===== config.mk =====
export PLATFORM = sky130hd
export DESIGN_NAME = simd_cmp_unit
export DESIGN_NICKNAME = d
export VERILOG_FILES = /design/src/rtl/simd_cmp_pkg.sv /design/src/rtl/simd_int_lane.sv /design/src/rtl/simd_fp_lane.sv /design/src/rtl/simd_cmp_ctrl.sv /design/src/rtl/simd_cmp_dp.sv /design/src/rtl/simd_cmp_unit.sv
export SDC_FILE = /design/constraint.sdc
export NUM_CORES = 1
export LEC_CHECK = 0
export BUFFER_PORTS_ARGS = -buffer_cell sky130_fd_sc_hd__buf_2
export CAP_MARGIN = 5
export CORE_AREA = 2 2 161 163
export CTS_BUF_LIST = sky130_fd_sc_hd__clkbuf_4
export DETAILED_ROUTE_END_ITERATION = 10
export DIE_AREA = 0 0 163 165
export GPL_ROUTABILITY_DRIVEN = 0
export PLACE_DENSITY = 0.59
export SLEW_MARGIN = 20
export SYNTH_ARGS = -nofsm -noshare
export SYNTH_HDL_FRONTEND = slang
export SYNTH_SLANG_ARGS = --single-unit
export TNS_END_PERCENT = 1

===== constraint.sdc =====
create_clock -name clk -period 2 [get_ports clk]
set_input_delay 0.3 -clock clk [delete_from_list [all_inputs] [get_ports clk]]
set_output_delay 0.3 -clock clk [all_outputs]
set_load 0.02 [all_outputs]

===== src/rtl/simd_cmp_pkg.sv =====
package simd_cmp_pkg;

  typedef enum logic [1:0] {
    REL_EQ = 2'd0,
    REL_GE = 2'd1,
    REL_GT = 2'd2
  } relKind_e;

  typedef enum logic [1:0] {
    FMT_SINT = 2'd0,
    FMT_UINT = 2'd1,
    FMT_FP   = 2'd2
  } numFmt_e;

  typedef enum logic [1:0] {
    LW_8  = 2'd0,
    LW_16 = 2'd1,
    LW_32 = 2'd2
  } laneW_e;

  // Strobes from the control path to the datapath
  typedef struct packed {
    logic     load;
    relKind_e rel;
    numFmt_e  fmt;
    laneW_e   lw;
  } cmpCtrl_t;

endpackage


===== src/rtl/simd_int_lane.sv =====
module simd_int_lane
  import simd_cmp_pkg::*;
#(
  parameter int W = 8
) (
  input  logic [W-1:0] a,
  input  logic [W-1:0] b,
  input  logic         isSigned,
  input  relKind_e     rel,
  output logic         hit
);
  logic eq, aGt;

  always_comb begin
    eq  = (a == b);
    aGt = isSigned ? ($signed(a) > $signed(b)) : (a > b);
    case (rel)
      REL_EQ:  hit = eq;
      REL_GE:  hit = eq | aGt;
      default: hit = aGt;
    endcase
  end
endmodule


===== src/rtl/simd_fp_lane.sv =====
module simd_fp_lane
  import simd_cmp_pkg::*;
(
  input  logic [31:0] a,
  input  logic [31:0] b,
  input  relKind_e    rel,
  output logic        hit
);
  logic aNan, bNan, bothZero, eq, aGt, anyNan;

  always_comb begin
    aNan     = (a[30:23] == 8'hFF) && (a[22:0] != '0);
    bNan     = (b[30:23] == 8'hFF) && (b[22:0] != '0);
    anyNan   = aNan | bNan;
    bothZero = (a[30:0] == '0) && (b[30:0] == '0);
    eq       = !anyNan && (bothZero || (a == b));
    // Magnitude order flips when both values are negative
    aGt      = !anyNan && !bothZero &&
               ((!a[31] && b[31]) ||
                (!a[31] && !b[31] && (a[30:0] > b[30:0])) ||
                ( a[31] &&  b[31] && (a[30:0] < b[30:0])));
    case (rel)
      REL_EQ:  hit = eq;
      REL_GE:  hit = eq | aGt;
      default: hit = aGt;
    endcase
  end
endmodule


===== src/rtl/simd_cmp_ctrl.sv =====
module simd_cmp_ctrl
  import simd_cmp_pkg::*;
(
  input  logic        clk,
  input  logic        rstN,
  input  logic        reqValid,
  input  logic [31:0] instr,
  output cmpCtrl_t    ctrl,
  output logic        resValid,
  output logic        illegal
);
  logic [3:0] opField;
  logic [1:0] szField, uField;
  logic       bit4, legal, intSizeOk;
  relKind_e   rel;
  numFmt_e    fmt;
  laneW_e     lw;

  always_comb begin
    opField   = instr[11:8];
    szField   = instr[21:20];
    uField    = instr[24:23];
    bit4      = instr[4];
    intSizeOk = (szField != 2'd3);
    legal     = 1'b0;
    rel       = REL_EQ;
    fmt       = FMT_SINT;
    case (szField)
      2'd0:    lw = LW_8;
      2'd1:    lw = LW_16;
      default: lw = LW_32;
    endcase
    if (opField == 4'd8 && bit4 && uField == 2'd2) begin
      rel   = REL_EQ;
      fmt   = FMT_UINT;
      legal = intSizeOk;
    end else if (opField == 4'd3 && (uField == 2'd0 || uField == 2'd2)) begin
      rel   = bit4 ? REL_GE : REL_GT;
      fmt   = (uField == 2'd2) ? FMT_UINT : FMT_SINT;
      legal = intSizeOk;
    end else if (opField == 4'd14 && !bit4) begin
      fmt = FMT_FP;
      lw  = LW_32;
      if (szField == 2'd0 && uField == 2'd0) begin
        rel = REL_EQ; legal = 1'b1;
      end else if (szField == 2'd0 && uField == 2'd2) begin
        rel = REL_GE; legal = 1'b1;
      end else if (szField == 2'd2 && uField == 2'd2) begin
        rel = REL_GT; legal = 1'b1;
      end
    end
    ctrl.load = reqValid & legal;
    ctrl.rel  = rel;
    ctrl.fmt  = fmt;
    ctrl.lw   = lw;
  end

  always_ff @(posedge clk or negedge rstN) begin
    if (!rstN) begin
      resValid <= 1'b0;
      illegal  <= 1'b0;
    end else begin
      resValid <= reqValid & legal;
      illegal  <= reqValid & ~legal;
    end
  end

  // no answer without a request in the previous cycle
  a_r2_idle_quiet: assert property (@(posedge clk) disable iff (!rstN)
    !reqValid |=> (!resValid && !illegal));
  // every request is answered one cycle later
  a_r2_answered: assert property (@(posedge clk) disable iff (!rstN)
    reqValid |=> (resValid || illegal));
  // valid and illegal are exclusive
  a_r2_exclusive: assert property (@(posedge clk) disable iff (!rstN)
    $onehot0({resValid, illegal}));
  // 64-bit integer lanes are rejected
  a_r7_size3_illegal: assert property (@(posedge clk) disable iff (!rstN)
    (reqValid && instr[11:8] == 4'd3 && instr[21:20] == 2'd3) |=> illegal);
endmodule


===== src/rtl/simd_cmp_dp.sv =====
module simd_cmp_dp
  import simd_cmp_pkg::*;
#(
  parameter int VEC_W = 128
) (
  input  logic             clk,
  input  logic             rstN,
  input  cmpCtrl_t         ctrl,
  input  logic [VEC_W-1:0] opA,
  input  logic [VEC_W-1:0] opB,
  output logic [VEC_W-1:0] resMask
);
  localparam int N8  = VEC_W / 8;
  localparam int N16 = VEC_W / 16;
  localparam int N32 = VEC_W / 32;

  logic [N8-1:0]  hit8;
  logic [N16-1:0] hit16;
  logic [N32-1:0] hit32, hitFp;
  logic           isSigned;
  logic [VEC_W-1:0] nextMask;

  assign isSigned = (ctrl.fmt == FMT_SINT);

  for (genvar g = 0; g < N8; g++) begin : g_l8
    simd_int_lane #(.W(8)) u_lane (
      .a(opA[g*8 +: 8]), .b(opB[g*8 +: 8]),
      .isSigned(isSigned), .rel(ctrl.rel), .hit(hit8[g]));
  end
  for (genvar g = 0; g < N16; g++) begin : g_l16
    simd_int_lane #(.W(16)) u_lane (
      .a(opA[g*16 +: 16]), .b(opB[g*16 +: 16]),
      .isSigned(isSigned), .rel(ctrl.rel), .hit(hit16[g]));
  end
  for (genvar g = 0; g < N32; g++) begin : g_l32
    simd_int_lane #(.W(32)) u_lane (
      .a(opA[g*32 +: 32]), .b(opB[g*32 +: 32]),
      .isSigned(isSigned), .rel(ctrl.rel), .hit(hit32[g]));
    simd_fp_lane u_fp (
      .a(opA[g*32 +: 32]), .b(opB[g*32 +: 32]),
      .rel(ctrl.rel), .hit(hitFp[g]));
  end

  always_comb begin
    for (int i = 0; i < VEC_W; i++) begin
      case (ctrl.lw)
        LW_8:    nextMask[i] = hit8[i/8];
        LW_16:   nextMask[i] = hit16[i/16];
        default: nextMask[i] = (ctrl.fmt == FMT_FP) ? hitFp[i/32] : hit32[i/32];
      endcase
    end
  end

  always_ff @(posedge clk or negedge rstN) begin
    if (!rstN)          resMask <= '0;
    else if (ctrl.load) resMask <= nextMask;
  end

  // every byte of the mask is uniform
  for (genvar g = 0; g < N8; g++) begin : g_chk
    a_r12_byte_uniform: assert property (@(posedge clk) disable iff (!rstN)
      (resMask[g*8 +: 8] == 8'h00) || (resMask[g*8 +: 8] == 8'hFF));
  end
endmodule


===== src/rtl/simd_cmp_unit.sv =====
module simd_cmp_unit
  import simd_cmp_pkg::*;
#(
  parameter int VEC_W = 128
) (
  input  logic             clk,
  input  logic             rstN,
  input  logic             reqValid,
  input  logic [31:0]      instr,
  input  logic [VEC_W-1:0] opA,
  input  logic [VEC_W-1:0] opB,
  output logic [VEC_W-1:0] resMask,
  output logic             resValid,
  output logic             illegal
);
  cmpCtrl_t ctrl;

  simd_cmp_ctrl i_ctrl (
    .clk(clk), .rstN(rstN), .reqValid(reqValid), .instr(instr),
    .ctrl(ctrl), .resValid(resValid), .illegal(illegal));

  simd_cmp_dp #(.VEC_W(VEC_W)) i_dp (
    .clk(clk), .rstN(rstN), .ctrl(ctrl),
    .opA(opA), .opB(opB), .resMask(resMask));

  // a rejected request leaves the mask alone
  a_r11_mask_hold: assert property (@(posedge clk) disable iff (!rstN)
    illegal |-> $stable(resMask));
endmodule


Word level (Yosys, flattened, before mapping). Cells that the tools add are included.

Flip-flop bits (word level): 123. Input bits: 291. Output and inout port bits: 130. Word-level logic and storage cells: 355.

Order comparisons: 64. Equal/unequal tests: 46. Mux-type cells: 101. Bitwise logic cells: 39. Reductions and logical operators: 102.

Operator list (count): > comparator 16 bit (16); > comparator 32 bit (8); > comparator 8 bit (32); zero test 31 bit (8); nonzero test 23 bit (8); equality test 16 bit (8); equality test 32 bit (4); equality test 8 bit (16); > comparator 31 bit (4); < comparator 31 bit (4); case mux 1 bit (2 select lines) (48); equality test 8 bit (second input constant) (8); logical AND 1 bit (51); two-way mux 1 bit (39); OR 1 bit (36); two-way mux 2 bit (13); zero test 1 bit (17); logical OR 1 bit (13); zero test 2 bit (5); equality test 4 bit (second input constant) (2); equality test 2 x 1 -> 1 bit (second input constant) (3); equality test 2 bit (second input constant) (3); equality test 4 x 2 -> 1 bit (second input constant) (1); case mux 2 bit (2 select lines) (1); other kinds (3) (4).

Longest topological paths before layout. Gate-level depths: netlist of run 1.

Depth after elaboration: 12. Gate-level depth with buffers: 11. Gate-level depth less buffers: 10.

Hierarchy. A second synthesis of run 1 with hierarchy kept.

Cells, all modules: 2351. Area, all modules: 17878.4 um^2.

Modules (own cells, without submodules): simd_fp_lane (instances 4, cells each 159, area each 1153.6 um^2, seq. area each 0.0 um^2); simd_int_lane at i_dp.g_l16[0].u_lane ... (instances 8, cells each 62, area each 508.0 um^2, seq. area each 0.0 um^2); simd_int_lane at i_dp.g_l8[0].u_lane ... (instances 16, cells each 33, area each 241.5 um^2, seq. area each 0.0 um^2); simd_int_lane at i_dp.g_l32[0].u_lane ... (instances 4, cells each 118, area each 828.3 um^2, seq. area each 0.0 um^2); simd_cmp_dp (instances 1, cells each 191, area each 1781.7 um^2, seq. area each 400.4 um^2); simd_cmp_ctrl (instances 1, cells each 28, area each 241.5 um^2, seq. area each 50.0 um^2).

Worst setup path before layout of run 1. OpenSTA, ideal clock, no wires.

Path type: input-to-reg. Start point: input port opB[22]. End point: register i_dp.resMask[23]. Library setup time: 128 ps. Arrival time: 2265 ps. Data required time: 1872 ps. Path slack: -393 ps. Stages: 10. Path buffers: 0. Path through: inv_1 > ha_1 > nand4_1 > nor4_1 > a21boi_1 > and3_1 > a22o_1 > o31ai_1 > o211a_1 > a31oi_1.

Cells in the longest elaborated chain, start to end: 10. Elaborated cells between the ends (all ways): 39. Classes of those cells: order compare: 8; eq/ne: 3; mux: 9; bitwise: 5; reduce/logical: 14.

Ends and longest elaborated chain: start, declared (line simd_cmp_unit.sv:11) `input logic [VEC_W-1:0] opB,`; branches (longest 9 deep; another with > comparator 31 bit); case mux 1 bit (2 select lines) (*) (line simd_cmp_dp.sv:46) `case (ctrl.lw)`; end signal, assigned (line simd_cmp_dp.sv:56) `else if (ctrl.load) resMask <= nextMask;`; end, declared (line simd_cmp_dp.sv:11) `output logic [VEC_W-1:0] resMask`.

Mark *: on every way between the ends. A chain may end at the register's enable or synchronous reset.

Final worst setup path of run 1.
Start point: input port opB[58]. End point: register i_dp.resMask[55].

Cells in the longest elaborated chain, start to end: 10. Elaborated cells between the ends (all ways): 33. Classes of those cells: order compare: 6; eq/ne: 3; mux: 7; bitwise: 4; reduce/logical: 13.

Ends and longest elaborated chain (line): branches (longest 9 deep; another with > comparator 31 bit); case mux 1 bit (2 select lines) (*) (simd_cmp_dp.sv:46).

Marks and branches as above.

==> reports/results.ini, run 1 <==
[run_status]
status=finished, violations left
violations=negative setup slack

[clock_network]
root_buffer=clkbuf_4
h-tree-depth=1
cts_tree=built
cts.sinks=18
clkTransAtPathRegs_ns=0.14
tritoncts.num_buffers=3
cts_buffer_depth=2
clkLatencyLatePin_ns=0.32

[timing]
hold_violations=0
period_share_pct=109.5
fmax_mhz=456.7
setup-tns-final_ns=-2.242
period_needed_ns=2.190
skew_ns=0
worstMarginPinSlew_ns=0.5234
setup_viol=16
drv_slew=0
rsz0062_at_grt=true
setup_ws_ns=-0.1898
relSlewSlack_pct=65.00

[synth]
synth_nets=1597
synth_top_area_share_pct=23.53
synth_ff_type=dfrtp_1
yosysTopAreaCell=ha_1
synth_area_mm2=0.008084
yosys_register_bits=18
ys_warn_count=0
synth_edf_count=0
syn_area_per_cell_um2=7.005
synthCells=1154
synth-seq-area-share_pct=5.572
synth.area.top_cells=ha_1 (24%), buf_4 (10%), inv_1 (7.8%)
async_reset_ff_share_pct=100.0
yosysUniqueCellTypes=80

[global_routing]
grt_pass1_vias=10260
antenna_found_initial=4
grt_pass1_wl_um=48830
grt_usage_pct=22.20
gr-total-overflow=0
grt_max_degree=19

[layout]
fin_util_pct=50.89
instances_no_fill=2100
multiInputGateArea_mm2=0.006575
syn2layout_area_growth_pct=57.61
final_common_cell=buf_2
nFillCells=2491
regArea_um2=450.4
drive_above_1_share_pct=47.54
final_cell_mix=buf_2 (392), buf_4 (335), inv_1 (157), ha_1 (135), nor2_1 (71)
fin_nets=2211

[drt]
antenna_left=0
drtIter0Drc=457
drtPass1Iterations=5
drc=0
vias_per_cell=5.064
wl_per_cell_um=15.11
route.vias.total=10630
wl_um=31720

[critical_path]
cp-start-kind=input port
critPathBufInv=2
slowest_delay_ns=0.38
crit_arrival_ns=2.41
regToRegSetupSlack_ns=1.11
path_cells=buf_4, inv_2, ha_4, a21oi_2, o21ai_1, a211o_1, a221o_1, o221a_2, o211ai_1, nor3b_2, a31oi_1
end_kind=register
crit_required_ns=2.22
slowest_stage=a221o_1
reg2reg_from=i_dp.resMask[71]$_DFFE_PN0P_
worstSetupPathType=in2reg
startpoint=opB[58]
cp_top_family=compound AO/OA/AOI/OAI gates
crit_fanout=5

[power]
p_comb_share_pct=81.9
vdd_drop_max_v=0.0003452
p_leak_nw=6.796
p_sw_mw=2.763
power.density_mw_per_mm2=394.5
power.total_mw=5.026
power_frac_clock_pct=4.1
seq_power_share_pct=14.0
intPower_mw=2.263
power.share.switching_pct=54.98

[floorplanning]
die_x_um=163
fp.dieH_um=165
initial_core_util_pct=32.29
num_rows=58
pin_count=421
core_area_mm2=0.02504
die_area_mm2=0.02690

[worst_hold_path]
min_path_type=in2reg
min_from=reqValid

[placement]
dp_hpwl_um=28470
numPlacedInstances=2091
place_ws_ns=-0.6073
io_buffers=397

[flow_run]
cap_violations=0

## kinds of logic (layout without fill, tap and decap cells)
family	after synthesis	in the layout	share of synthesized area, %
DFF	18	18	5.572
and+or+nand+nor	383	383	25.91
muxes	4	4	0.5262
adders and majority gates	152	152	23.53
buffers and inverters	295	908	19.16
other	0	3	0
AOI/OAI and AO/OA	292	292	24.22
xor gates and xnor gates	10	10	1.083
## state kept, by name, indices dropped and copies added, names as in the netlist
name / flops
i_dp.resMask: 16
i_ctrl.illegal: 1
i_ctrl.resValid: 1
## path summary, 6_finish.rpt
check,endpoint,depth (start not counted)
worst min register to register,i_dp.resMask[23]$_DFFE_PN0P_,2
max in group asynchronous,i_dp.resMask[120]$_DFFE_PN0P_,2
worst max register to register,i_dp.resMask[71]$_DFFE_PN0P_,2
worst max-delay path,i_dp.resMask[55]$_DFFE_PN0P_,11
worst min-delay path,i_ctrl.illegal$_DFF_PN0_,2
min in group asynchronous,i_dp.resMask[103]$_DFFE_PN0P_,2
## Yosys cell counts, types with 6 or more instances
master,number
nor2_1,72
or3_1,8
a21oi_1,80
o21ai_0,54
dfrtp_1,18
nand2b_1,6
o211ai_1,10
xnor2_1,8
nand3b_1,6
inv_1,167
nor2b_1,6
and3_1,13
clkbuf_1,8
a21o_1,18
nand4_1,54
nor4_1,60
buf_4,112
and2_1,6
a31oi_1,17
a211oi_1,16
o21a_1,9
o21bai_1,6
nand2_1,65
o22ai_1,6
and4_1,9
o31ai_1,7
nand3_1,23
ha_1,152
nor3_1,29
## repair_timing
| item | 4_1_cts | 5_1_grt |
|---|---|---|
| hold endpoints to repair | 18 | 0 |
| endpoints found under the setup margin | 17 | 17 |
| resized for setup | 15 | 45 |
| pin swaps | 13 | 21 |
| hold buffers | 1 | 0 |
| setup buffers | 1 | 0 |
## power groups by stage
| stage | combinational (mW) | sequential [mW] | clock [mW] |
|---|---|---|---|
| after global routing | 4.48 | 0.744 | 0.226 |
| after floorplan | 2.92 | 0.770 | 0 |
| after detailed placement | 4.04 | 0.722 | 0 |
| final | 4.12 | 0.703 | 0.206 |
| after CTS | 4.07 | 0.714 | 0.212 |
| after global placement | 4.01 | 0.706 | 0 |
## layout make-up
class | instances | share of cell area, %
Timing Repair Buffer | 736 | 36.27
Sequential cell | 18 | 3.535
Clock buffer | 3 | 0.1768
Clock inverter | 1 | 0.02946
Inverter | 168 | 5.087
Multi-Input combinational cell | 841 | 51.61
Tap cell | 330 | 3.241
Antenna cell | 3 | 0.05892
## per-stage QoR
step	hold WS, ns	area, µm²
2_1_floorplan	0.004409	8384
3_3_place_gp	0.2993	12460
3_5_place_dp	0.3037	12460
4_1_cts	0.2666	12560
5_1_grt	0.2628	12740
6_report	0.2637	12740
## metal layers
layer / vias to the layer above / global-route usage [%] / wire length [µm]
met4: 2 / 5.189 / 690
met1: 4830 / 27.54 / 13900
met2: 382 / 40.89 / 15400
met5: - / 0 / 7
li1: 5380 / - / -
met3: 40 / 2.562 / 1719
No activity file was read; power rests on OpenSTA's default activity.
==> run 2, diff against run 1 <==
--- a/config.mk
+++ b/config.mk
@@ -12,7 +12,7 @@
 export DETAILED_ROUTE_END_ITERATION = 10
 export DIE_AREA = 0 0 163 165
 export GPL_ROUTABILITY_DRIVEN = 0
-export PLACE_DENSITY = 0.59
+export PLACE_DENSITY = 0.71
 export SLEW_MARGIN = 20
 export SYNTH_ARGS = -nofsm -noshare
 export SYNTH_HDL_FRONTEND = slang
==> run 2 against run 1 <==
Critical path type unchanged. Clock-buffer cell count did not move. First-iteration DRC count decreased by 24%. Total power is 0.59% lower. Critical endpoint unchanged. Die area did not move. Sequential power about the same. Fmax shrank 2.4%. Final cell count decreased by 1.6%. The run still ends with negative setup slack left. Utilization fell by 0.92 points. Worst hold slack improved by 0.0024 ns.
==> reports/results.ini, run 2 (same netlist as run 1, synthesis figures left out) <==
[run_status]
status=finished, violations left
violations=negative setup slack

[worst_hold_path]
hold_depth=2  ; unchanged
min_path_type=in2reg

[placement]
dp_hpwl_um=28580  ; +0.37%
numPlacedInstances=2060  ; -1.5%
placed_area_mm2=0.01218  ; -2.3%
io_buffers=397  ; unchanged
place_ws_ns=-0.6590  ; -0.05168 ns

[layout]
instances_no_fill=2067  ; -1.6%
fin_nets=2180  ; -1.4%
fin_util_pct=49.96  ; -0.92 points
largest_reg_flops=16  ; unchanged
final_cell_mix=buf_2 (392), buf_4 (309), inv_1 (155), ha_1 (133)
drive_above_1_share_pct=46.83  ; -0.71 points
largest-register=i_dp.resMask
fin_area_mm2=0.01251  ; -1.8%
syn2layout_area_growth_pct=54.74
final_common_cell=buf_2
reg_top3=i_dp.resMask: 16 flops, i_ctrl.illegal: 1 flops, i_ctrl.resValid: 1 flops

[critical_path]
reg2regPathDepth=2  ; unchanged
reg2reg_from=i_dp.resMask[31]$_DFFE_PN0P_
startpoint=opB[53]
critPathCapture=i_dp.resMask[55]$_DFFE_PN0P_
r2r_end=i_dp.resMask[31]$_DFFE_PN0P_
regToRegSetupSlack_ns=1.08  ; -0.03 ns
crit_fanout=2  ; -3
worstSetupPathType=in2reg
cp-start-kind=input port
crit_arrival_ns=2.45  ; +0.04 ns
crit_required_ns=2.20  ; -0.02 ns
end_kind=register

[power]
power.total_mw=4.996  ; -0.59%
p_sw_mw=2.780  ; +0.60%
power_frac_clock_pct=4.3  ; +0.2 points
power.density_mw_per_mm2=399.4  ; +1.3%
vdd_drop_max_v=0.0003111  ; -9.9%
intPower_mw=2.216  ; -2.0%
p_comb_share_pct=81.6  ; -0.3 points
seq_power_share_pct=14.1  ; about the same
power.share.switching_pct=55.64  ; +0.66 points
p_leak_nw=6.643  ; -2.2%

[clock_network]
clkLatencyLatePin_ns=0.31  ; about the same
tritoncts.num_buffers=3  ; unchanged
cts_tree=built
cts_buffer_depth=2  ; unchanged
clkTransAtPathRegs_ns=0.13  ; about the same
h-tree-depth=1  ; unchanged
cts.sinks=18  ; unchanged
root_buffer=clkbuf_4

[timing]
setup_ws_ns=-0.2446  ; -0.05487 ns
setup_viol=15  ; -1
period_needed_ns=2.245  ; +0.05487 ns
relSlewSlack_pct=65.78  ; +0.79 points
worstMarginPinSlew_ns=0.5003  ; -0.02305 ns
hold_slack_ns=0.2661  ; +0.002417 ns
drv_slew=0  ; unchanged
rsz0062_at_grt=true
period_share_pct=112.2  ; +2.7 points
setup-tns-final_ns=-2.123  ; +0.1195 ns
skew_ns=0  ; unchanged
hold_violations=0  ; unchanged
fmax_mhz=445.5  ; -2.4%

[global_routing]
grt_usage_pct=22.81  ; +0.61 points
grt.busiest_layer=met2
use_met1_pct=27.68  ; +0.14 points
gr-total-overflow=0  ; unchanged
grt_max_degree=19  ; unchanged
use_met3_pct=2.361  ; -0.20 points
grt_pass1_vias=10530  ; +2.7%
grt_pass1_wl_um=49920  ; +2.2%
antenna_found_initial=1  ; -3
grtUsageMet2_pct=43.24  ; +2.3 points

[drt]
drtPass1Iterations=5  ; unchanged
wl_per_cell_um=15.67  ; +3.7%
antenna_left=0  ; unchanged
drtIter0Drc=349  ; -24%
route.vias.total=10690  ; +0.51%
vias_per_cell=5.171  ; +2.1%
wl_um=32380  ; +2.1%
drc=0  ; unchanged

[floorplanning]
pin_count=421  ; unchanged
initial_core_util_pct=32.29  ; unchanged
num_rows=58  ; unchanged
core_area_mm2=0.02504  ; unchanged
die_area_mm2=0.02690  ; unchanged
fp.dieH_um=165  ; unchanged
die_x_um=163  ; unchanged

[flow_run]
cap_violations=0  ; unchanged

-- run 2: cell types whose count changed in the layout (fill, tap and decap cells not counted), moves of 2 or more --
cell	previous run	this run
nor3_4	0	2
buf_4	335	309
nor3_2	6	3
ha_1	135	133
diode_2	3	1
ha_4	16	19
inv_1	157	155
inv_2	8	10
a221oi_2	3	1
buf_12	5	1
-- run 2: power by group through the flow --
| stage | Sequential (mW) | Combinational [mW] | Clock [mW] |
|---|---|---|---|
| 4_1_cts | 0.721 | 4.02 | 0.231 |
| 5_1_grt | 0.746 | 4.42 | 0.242 |
| 3_5_place_dp | 0.729 | 3.97 | 0 |
| 6_report | 0.704 | 4.08 | 0.217 |
| 3_3_place_gp | 0.709 | 3.92 | 0 |
| 2_1_floorplan | 0.770 | 2.92 | 0 |
-- run 2: layer usage --
layer,wire length (µm),vias up
met5,0,-
met4,568,0
met3,1639,45
met2,16240,407
met1,13930,4925
li1,-,5311
-- run 2: final cells by class --
cell class                      instances  area (µm²)
Inverter                              168       648.1
Sequential cell                        18       450.4
Tap cell                              330       412.9
Multi-Input combinational cell        841        6631
Fill cell                            2448       12530
Antenna cell                            1       2.502
Clock inverter                          1       3.754
Timing Repair Buffer                  705        4338
Clock buffer                            3       22.52
-- run 2: timing repair --
item | 4_1_cts | 5_1_grt
gates resized for setup | 31 | 39
endpoints found under the setup margin | 16 | 17
pin swaps | 19 | 24
hold buffers | 1 | 0
hold endpoints to repair | 18 | 0
buffers inserted | 1 | 0
-- run 2: worst max-delay path, stage by stage --
cell      delay [ns]
buf_8           0.10
inv_4           0.05
ha_4            0.20
a211oi_4        0.25
nor3_2          0.07
a211o_1         0.23
a221o_1         0.38
o221a_2         0.25
o211ai_1        0.26
nor3b_2         0.25
a31oi_1         0.11
-- run 2: how the worst min path moves through the flow --
stage / from / slack (ns) / endpoint
final: reqValid / 0.27 / i_ctrl.illegal$_DFF_PN0_
after global routing: reqValid / 0.26 / i_ctrl.illegal$_DFF_PN0_
after CTS: reqValid / 0.27 / i_ctrl.illegal$_DFF_PN0_
after detailed placement: rstN / 0.30 / i_ctrl.resValid$_DFF_PN0_
after global placement: rstN / 0.30 / i_ctrl.resValid$_DFF_PN0_
after floorplan: rstN / 0.004 / i_ctrl.illegal$_DFF_PN0_
